File: src/rtl/bas_pkg.sv
package bas_pkg;

  typedef enum logic {
    ORD_LINEAR     = 1'b0,
    ORD_INTERLEAVE = 1'b1
  } burstOrder_e;

  typedef struct packed {
    logic loadStb;
    logic advStb;
  } seqCtrl_t;

endpackage

File: src/rtl/bas_ctrl.sv
module bas_ctrl
  import bas_pkg::*;
#(
  parameter int BEAT_W = 2
) (
  input  logic              clk,
  input  logic              rst,
  input  logic              clkEn,
  input  logic              loadN,
  output seqCtrl_t          ctrl,
  output logic [BEAT_W-1:0] beatIdx
);

  logic [BEAT_W-1:0] beatQ;

  always_comb begin
    ctrl.loadStb = clkEn && !loadN;
    ctrl.advStb  = clkEn && loadN;
  end

  always_ff @(posedge clk) begin
    if (rst) begin
      beatQ <= '0;
    end else if (ctrl.loadStb) begin
      beatQ <= '0;
    end else if (ctrl.advStb) begin
      beatQ <= beatQ + BEAT_W'(1);
    end
  end

  assign beatIdx = beatQ;

endmodule

File: src/rtl/bas_datapath.sv
module bas_datapath
  import bas_pkg::*;
#(
  parameter int ADDR_W = 20,
  parameter int BEAT_W = 2
) (
  input  logic              clk,
  input  logic              rst,
  input  seqCtrl_t          ctrl,
  input  logic [ADDR_W-1:0] baseAddr,
  input  logic              orderSel,
  input  logic [BEAT_W-1:0] beatIdx,
  output logic [ADDR_W-1:0] curAddr
);

  localparam int HI_W = ADDR_W - BEAT_W;

  logic [ADDR_W-1:0] baseQ;
  burstOrder_e       modeQ;
  logic [BEAT_W-1:0] lowXor;
  logic [BEAT_W-1:0] lowAdd;
  logic [BEAT_W-1:0] lowSel;

  always_ff @(posedge clk) begin
    if (rst) begin
      baseQ <= '0;
      modeQ <= ORD_INTERLEAVE;
    end else if (ctrl.loadStb) begin
      baseQ <= baseAddr;
      modeQ <= burstOrder_e'(orderSel);
    end
  end

  // Each low bit in XOR order is independent of its neighbours
  for (genvar i = 0; i < BEAT_W; i++) begin : g_xorBit
    assign lowXor[i] = baseQ[i] ^ beatIdx[i];
  end

  // Linear order: sum truncated to the beat field, carry discarded
  assign lowAdd = baseQ[BEAT_W-1:0] + beatIdx;

  always_comb begin
    lowSel = (modeQ == ORD_INTERLEAVE) ? lowXor : lowAdd;
  end

  assign curAddr = {baseQ[ADDR_W-1 -: HI_W], lowSel};

endmodule

File: src/rtl/burst_addr_seq.sv
module burst_addr_seq
  import bas_pkg::*;
#(
  parameter int ADDR_W = 20,
  parameter int BEAT_W = 2
) (
  input  logic              clk,
  input  logic              rst,
  input  logic              clkEn,
  input  logic              loadN,
  input  logic              orderSel,
  input  logic [ADDR_W-1:0] baseAddr,
  output logic [ADDR_W-1:0] curAddr,
  output logic [BEAT_W-1:0] beatIdx
);

  seqCtrl_t ctrl;

  bas_ctrl #(.BEAT_W(BEAT_W)) u_ctrl (
    .clk     (clk),
    .rst     (rst),
    .clkEn   (clkEn),
    .loadN   (loadN),
    .ctrl    (ctrl),
    .beatIdx (beatIdx)
  );

  bas_datapath #(.ADDR_W(ADDR_W), .BEAT_W(BEAT_W)) u_dp (
    .clk      (clk),
    .rst      (rst),
    .ctrl     (ctrl),
    .baseAddr (baseAddr),
    .orderSel (orderSel),
    .beatIdx  (beatIdx),
    .curAddr  (curAddr)
  );

endmodule

File: config.mk
export PLATFORM = sky130hd
export DESIGN_NAME = burst_addr_seq
export DESIGN_NICKNAME = d
export VERILOG_FILES = /design/src/rtl/bas_pkg.sv /design/src/rtl/bas_ctrl.sv /design/src/rtl/bas_datapath.sv /design/src/rtl/burst_addr_seq.sv
export SDC_FILE = /design/constraint.sdc
export NUM_CORES = 1
export LEC_CHECK = 0
export BUFFER_PORTS_ARGS = -buffer_cell sky130_fd_sc_hd__buf_2
export CAP_MARGIN = 10
export CORE_MARGIN = 2
export CORE_UTILIZATION = 35
export DETAILED_ROUTE_END_ITERATION = 7
export GPL_TIMING_DRIVEN = 0
export PLACE_DENSITY = 0.67
export SYNTH_ARGS = -nofsm -noshare
export SYNTH_HDL_FRONTEND = slang
export SYNTH_SLANG_ARGS = --single-unit
File: constraint.sdc
create_clock -name clk -period 0.8 [get_ports clk]
set_input_delay 0.08 -clock clk [delete_from_list [all_inputs] [get_ports clk]]
set_output_delay 0.08 -clock clk [all_outputs]
set_load 0.03 [all_outputs]
Word-level counts from Yosys, hierarchy flattened
Index checks and enable logic that the tools add are counted.

Bits in registers: 23. Latch bits: 0. RAM bits: 0. ROM bits: 0. Input bits: 25. Output and inout bits: 22. Word-level logic and storage cells: 12. Memories: 0.

Add/subtract/negate cells: 2. Multipliers: 0. Div/mod/pow operators: 0. Order comparisons: 0. Equal/unequal tests: 0. Shift operators: 0. Mux-type cells: 1. Bitwise logic cells: 2. Reductions and logical operators: 4.

Operators with widths (number): $add A2 B1 Y2 const B (1); $add A2 B2 Y2 (1); $logic_and A1 B1 Y1 (2); $mux W2 (1); $reduce_or A2 Y1 (1); $xor A1 B1 Y1 (2); $logic_not A1 Y1 (1).

Logic depth before layout (Yosys ltp)
Depth in word-level cells: 3. Depth in mapped cells: 4. Gate-level depth less buffers: 3.

Modules after synthesis
Synthesis repeated with hierarchy kept, for this count alone.

Cells, all modules: 100. Area total of the unflattened synthesis: 1007.2 um^2.

Modules (own cells, without submodules): bas_datapath (instances 1, cells each 89, area each 913.4 um^2, seq. area each 420.4 um^2); bas_ctrl (instances 1, cells each 11, area each 93.8 um^2, seq. area each 40.0 um^2).

Worst setup path before layout
Ideal clock, no wire load.

Kind: reg2out. Start: register u_ctrl.beatQ[0], in the netlist u_ctrl.beatIdx[0]. End: output curAddr[1]. Data arrival time: 1.316 ns. Data required time: 0.720 ns. Slack: -0.596 ns. Cell stages (with the launch flop): 4. Buffers on the path: 0. Cell sequence: dfxtp_1 > ha_1 > nor2b_1 > xnor2_1.

Word-level cells in the longest chain between the ends: 2.

RTL lines: from (decl) (RTL line bas_ctrl.sv:14) `logic [BEAT_W-1:0] beatQ;`; from (signal assigned) (RTL line bas_ctrl.sv:27) `beatQ <= beatQ + BEAT_W'(1);`; $add A2 B2 Y2 (RTL line bas_datapath.sv:40) `assign lowAdd = baseQ[BEAT_W-1:0] + beatIdx;`; $mux W2 (RTL line bas_datapath.sv:43) `lowSel = (modeQ == ORD_INTERLEAVE) ? lowXor : lowAdd;`; to (decl) (RTL line burst_addr_seq.sv:13) `output logic [ADDR_W-1:0] curAddr,`.

Every way passes these cells.

Final worst setup path
Start: register u_dp.baseQ[0]. End: output curAddr[1].

Word-level cells in the longest chain between the ends: 2.

RTL lines: from (decl) (RTL line bas_datapath.sv:18) `logic [ADDR_W-1:0] baseQ;`; from (signal assigned) (RTL line bas_datapath.sv:29) `baseQ <= baseAddr;`; $add A2 B2 Y2 (RTL line bas_datapath.sv:40); $mux W2 (RTL line bas_datapath.sv:43).

Every way passes these cells.

==> impl_results.html <==
<table>
<tr><th>Metric</th><th>Value</th></tr>
<tr><th colspan="2">Status</th></tr>
<tr><td>Outcome</td><td>finished, violations left</td></tr>
<tr><td>Failing checks</td><td>setup timing</td></tr>
<tr><th colspan="2">Placement</th></tr>
<tr><td>Input/output buffers</td><td>46</td></tr>
<tr><td>HPWL after DPL</td><td>1596 um</td></tr>
<tr><td>Placer's final routability congestion estimate</td><td>0.7273</td></tr>
<tr><td>Worst setup timing slack at the placement stage</td><td>-0.2976 ns</td></tr>
<tr><th colspan="2">GRT</th></tr>
<tr><td>Residual overflow from global routing</td><td>0</td></tr>
<tr><td>First-pass GRT wire length</td><td>4105 um</td></tr>
<tr><td>Via count of the first global-routing pass</td><td>999</td></tr>
<tr><td>Largest net degree at the start of global routing</td><td>13</td></tr>
<tr><td>Global Route Usage Sum</td><td>15.90%</td></tr>
<tr><td>Initial antenna violation count</td><td>0</td></tr>
<tr><th colspan="2">Worst setup path</th></tr>
<tr><td>Maximum cell stage delay along the critical path</td><td>0.37 ns</td></tr>
<tr><td>Critical R2R Launch</td><td>u_ctrl.beatIdx[0]</td></tr>
<tr><td>Worst path required time</td><td>0.72 ns</td></tr>
<tr><td>Cell at the slowest stage of the critical path</td><td>dfxtp_2</td></tr>
<tr><td>Chain of cells forming the critical path</td><td>ha_4 &gt; nor2b_4 &gt; xnor2_4 &gt; buf_6</td></tr>
<tr><td>CP bufs+invs</td><td>1</td></tr>
<tr><td>Critical path origin</td><td>u_dp.baseQ[0]</td></tr>
<tr><td>Family with the most delay on the worst path</td><td>flip-flops</td></tr>
<tr><td>Type of origin of the critical path</td><td>flip-flop</td></tr>
<tr><td>Start-to-end type of the worst setup path</td><td>flip-flop to primary output</td></tr>
<tr><td>Max FO, Critical Path</td><td>2</td></tr>
<tr><td>Crit end category</td><td>primary output</td></tr>
<tr><td>Data arrival, critical path</td><td>1.24 ns</td></tr>
<tr><th colspan="2">Clock tree</th></tr>
<tr><td>Root Driver</td><td>clkbuf_4</td></tr>
<tr><td>TritonCTS clock tree</td><td>yes</td></tr>
<tr><td>Clock tree sinks</td><td>23</td></tr>
<tr><td>Number of levels the H-tree was split into</td><td>1</td></tr>
<tr><td>Clock slew seen by the registers of the worst setup and hold paths</td><td>0.12 ns</td></tr>
<tr><td>Cts bufs inserted</td><td>3</td></tr>
<tr><td>Clock latency on the worst-skew pair</td><td>0.31 ns</td></tr>
<tr><td>Longest Clk Path Bufs</td><td>2</td></tr>
<tr><th colspan="2">Die</th></tr>
<tr><td>Site Rows</td><td>19</td></tr>
<tr><td>Die Span X</td><td>57.04 um</td></tr>
<tr><td>Area of the placeable core</td><td>2710 um^2</td></tr>
<tr><td>Initial standard-cell utilization of the core</td><td>36.33%</td></tr>
<tr><td>Die H</td><td>57.04 um</td></tr>
<tr><td>Total die area</td><td>3254 um^2</td></tr>
<tr><td>Ports</td><td>47</td></tr>
<tr><th colspan="2">Synth</th></tr>
<tr><td>Multiplexer fraction of the synthesized cell area</td><td>0%</td></tr>
<tr><td>Unique cell type count in the Yosys netlist</td><td>17</td></tr>
<tr><td>Synthesized-area fraction occupied by adder cells</td><td>1.271%</td></tr>
<tr><td>Mapped cell area</td><td>984.7 um^2</td></tr>
<tr><td>Xor and xnor fraction of the mapped netlist area</td><td>1.779%</td></tr>
<tr><td>Synth top area cells</td><td>dfxtp_1 47%, nand2_1 16%, buf_4 14%, a21oi_1 11%, buf_2 2.0%</td></tr>
<tr><td>Synthesized net count</td><td>150</td></tr>
<tr><td>Total of flip-flops plus latches after synthesis</td><td>23</td></tr>
<tr><td>Average cell area after synthesis</td><td>7.941 um^2</td></tr>
<tr><td>Count of yosys warnings during synthesis</td><td>0</td></tr>
<tr><td>Main combinational cell family by area after synthesis</td><td>simple AND/OR/NAND/NOR gates</td></tr>
<tr><td>Simple-gate share of the synthesized area</td><td>21.60%</td></tr>
<tr><td>Top cell type's share of synthesized area</td><td>46.76%</td></tr>
<tr><td>Cell accounting for the most synthesized area</td><td>dfxtp_1</td></tr>
<tr><td>Register area share after synthesis</td><td>46.76%</td></tr>
<tr><td>Post-Syn Instances</td><td>124</td></tr>
<tr><td>Compound-cell area share of the yosys netlist</td><td>11.69%</td></tr>
<tr><th colspan="2">Power and ir drop</th></tr>
<tr><td>Total net switching power</td><td>0.6309 mW</td></tr>
<tr><td>Clock network fraction of design power</td><td>22.0%</td></tr>
<tr><td>Leakage Power</td><td>0.7212 nW</td></tr>
<tr><td>Reg power frac</td><td>53.5%</td></tr>
<tr><td>Switching share of power</td><td>27.09%</td></tr>
<tr><td>Power per unit of standard cell area</td><td>1408 nW/um^2</td></tr>
<tr><td>Worst-case vdd ir drop</td><td>0.9991 mV</td></tr>
<tr><td>Internal cell power</td><td>1.698 mW</td></tr>
<tr><td>Comb power frac</td><td>24.5%</td></tr>
<tr><th colspan="2">Route</th></tr>
<tr><td>First-pass iteration count of the detailed router</td><td>4</td></tr>
<tr><td>Vias</td><td>972</td></tr>
<tr><td>Mean number of vias per cell</td><td>4.500</td></tr>
<tr><td>DRC Markers</td><td>0</td></tr>
<tr><td>Drt total wl</td><td>2491 um</td></tr>
<tr><td>DRC marker count from the first detailed-route iteration</td><td>13</td></tr>
<tr><td>Drt wl/cell</td><td>11.53 um</td></tr>
<tr><td>Post-detailed-route count of antenna-violating nets</td><td>0</td></tr>
<tr><th colspan="2">Finish</th></tr>
<tr><td>Most frequent standard cell in the layout excluding fill and tap cells</td><td>nand2_1</td></tr>
<tr><td>Fraction of final layout cells with drive strength greater than 1</td><td>47.03%</td></tr>
<tr><td>Area overhead of the layout relative to synthesis</td><td>67.98%</td></tr>
<tr><td>Fin nets</td><td>212</td></tr>
<tr><td>Filler Cell Count</td><td>249</td></tr>
<tr><td>Commonest cells after routing, fill and taps aside</td><td>42 x nand2_1, 28 x buf_2, 23 x dlygate4sd3_1, 23 x buf_6, 21 x a21oi_1</td></tr>
<tr><td>Core utilization of the finished layout</td><td>61.03%</td></tr>
<tr><td>Inserted Diodes</td><td>0</td></tr>
<tr><th colspan="2">Min path</th></tr>
<tr><td>Path type of the worst min-delay path</td><td>primary input to flip-flop</td></tr>
<tr><td>Startpoint of the tightest hold check path</td><td>clkEn</td></tr>
<tr><th colspan="2">Timing</th></tr>
<tr><td>F_max</td><td>0.7550 GHz</td></tr>
<tr><td>Number of failing hold endpoints at the final stage</td><td>0</td></tr>
<tr><td>Slew of the pin with the lowest slew margin</td><td>0.4690 ns</td></tr>
<tr><td>Share of the clock period used by the worst path after layout</td><td>165.6%</td></tr>
<tr><td>Setup repair after global routing missed its margin</td><td>yes</td></tr>
<tr><td>Number of setup violations in the final report</td><td>24</td></tr>
<tr><td>Worst relative slew slack</td><td>68.73%</td></tr>
<tr><td>Slack of the critical path</td><td>-0.5246 ns</td></tr>
<tr><td>Final Hold Slack</td><td>0.07171 ns</td></tr>
<tr><td>Max Slew Vio Count</td><td>0</td></tr>
<tr><td>Final clock skew</td><td>0.006471 ns</td></tr>
<tr><td>Period minus WS final</td><td>1.325 ns</td></tr>
<tr><th colspan="2">Run</th></tr>
<tr><td>Max-capacitance violation count</td><td>0</td></tr>
</table>
sequential cells by signal, summed over array words and instances (netlist names):
signal / count
u_dp.baseQ: 20
u_ctrl.beatIdx: 2
u_dp.modeQ: 1
metrics by stage:
stage / instances / setup TNS (ns) / instance area, um^2 / power (mW)
2_1_floorplan: 124 / -0.2683 / 1028 / 1.552
6_report: 216 / -2.871 / 1654 / 2.329
3_3_place_gp: 201 / -1.941 / 1297 / 1.676
4_1_cts: 214 / -2.967 / 1624 / 2.342
5_1_grt: 216 / -3.835 / 1654 / 2.447
3_5_place_dp: 201 / -2.500 / 1297 / 1.688
cell type report:
class	count	area [um^2]	area share (%)
clock buffers	4	26.28	1.588
repair buffers	75	646.9	39.11
inverters	1	3.754	0.2269
well taps	31	38.79	2.345
plain buffers	6	27.53	1.664
multi-input cells	76	419.2	25.34
flip-flops and latches	23	491.7	29.73
synth_stat cells (all sizes together):
master and instances:
nand2 42, dfxtp 23, a21oi 22, buf 22, clkbuf 2, nor2b 2, xnor2 2, and2b 1
and3b 1, ha 1, inv 1, nand2b 1, nand3b 1, nand4b 1, nor2 1, o21ai 1
path summary, 6_finish.rpt:
check / end / slack [ns] / cells after the start
setup reg to reg: u_ctrl.beatIdx[0] / -0.25 / 5
setup / recovery: curAddr[1] / -0.52 / 4
hold / removal: u_ctrl.beatIdx[1] / 0.07 / 3
hold reg to reg: u_dp.baseQ[2] / 0.47 / 2
power by group through the flow:
stage / combinational (mW) / clock, mW / sequential (mW)
after global routing: 0.612 / 0.582 / 1.25
after global placement: 0.421 / 0 / 1.26
after detailed placement: 0.430 / 0 / 1.26
after CTS: 0.551 / 0.545 / 1.25
after floorplan: 0.294 / 0 / 1.26
final: 0.571 / 0.513 / 1.24
routing by layer:
metal	GRT usage, %	share of wire [%]	up-vias
li1	-	-	499
met3	1.361	3.3	5
met4	5.980	1.7	0
met1	17.73	37	448
met5	0	0	-
met2	30.87	58	20
tightest hold or removal path: cells and delay by family:
| kind | cells | cell delay (ns) |
|---|---|---|
| buffers and inverters | 1 | 0.12 |
| AND/OR/NAND/NOR | 1 | 0.09 |
| AO/OA/AOI/OAI | 1 | 0.06 |
kinds of logic (layout without fill, tap and decap cells):
group / after synthesis / in the layout
AND/OR/NAND/NOR: 50 / 50
flip-flops: 23 / 23
adder cells (fa/ha/maj): 1 / 1
AO/OA/AOI/OAI: 23 / 23
buffers and inverters: 25 / 86
XOR/XNOR: 2 / 2
repair_timing:
action                                 CTS  global route
gates resized for setup                 67             4
hold buffers                            23             0
setup endpoints to repair               24            24
endpoints found under the hold margin   21             0
pin swaps                                2             1
setup buffers                            4             2
(Power assumes the default switching activity.)
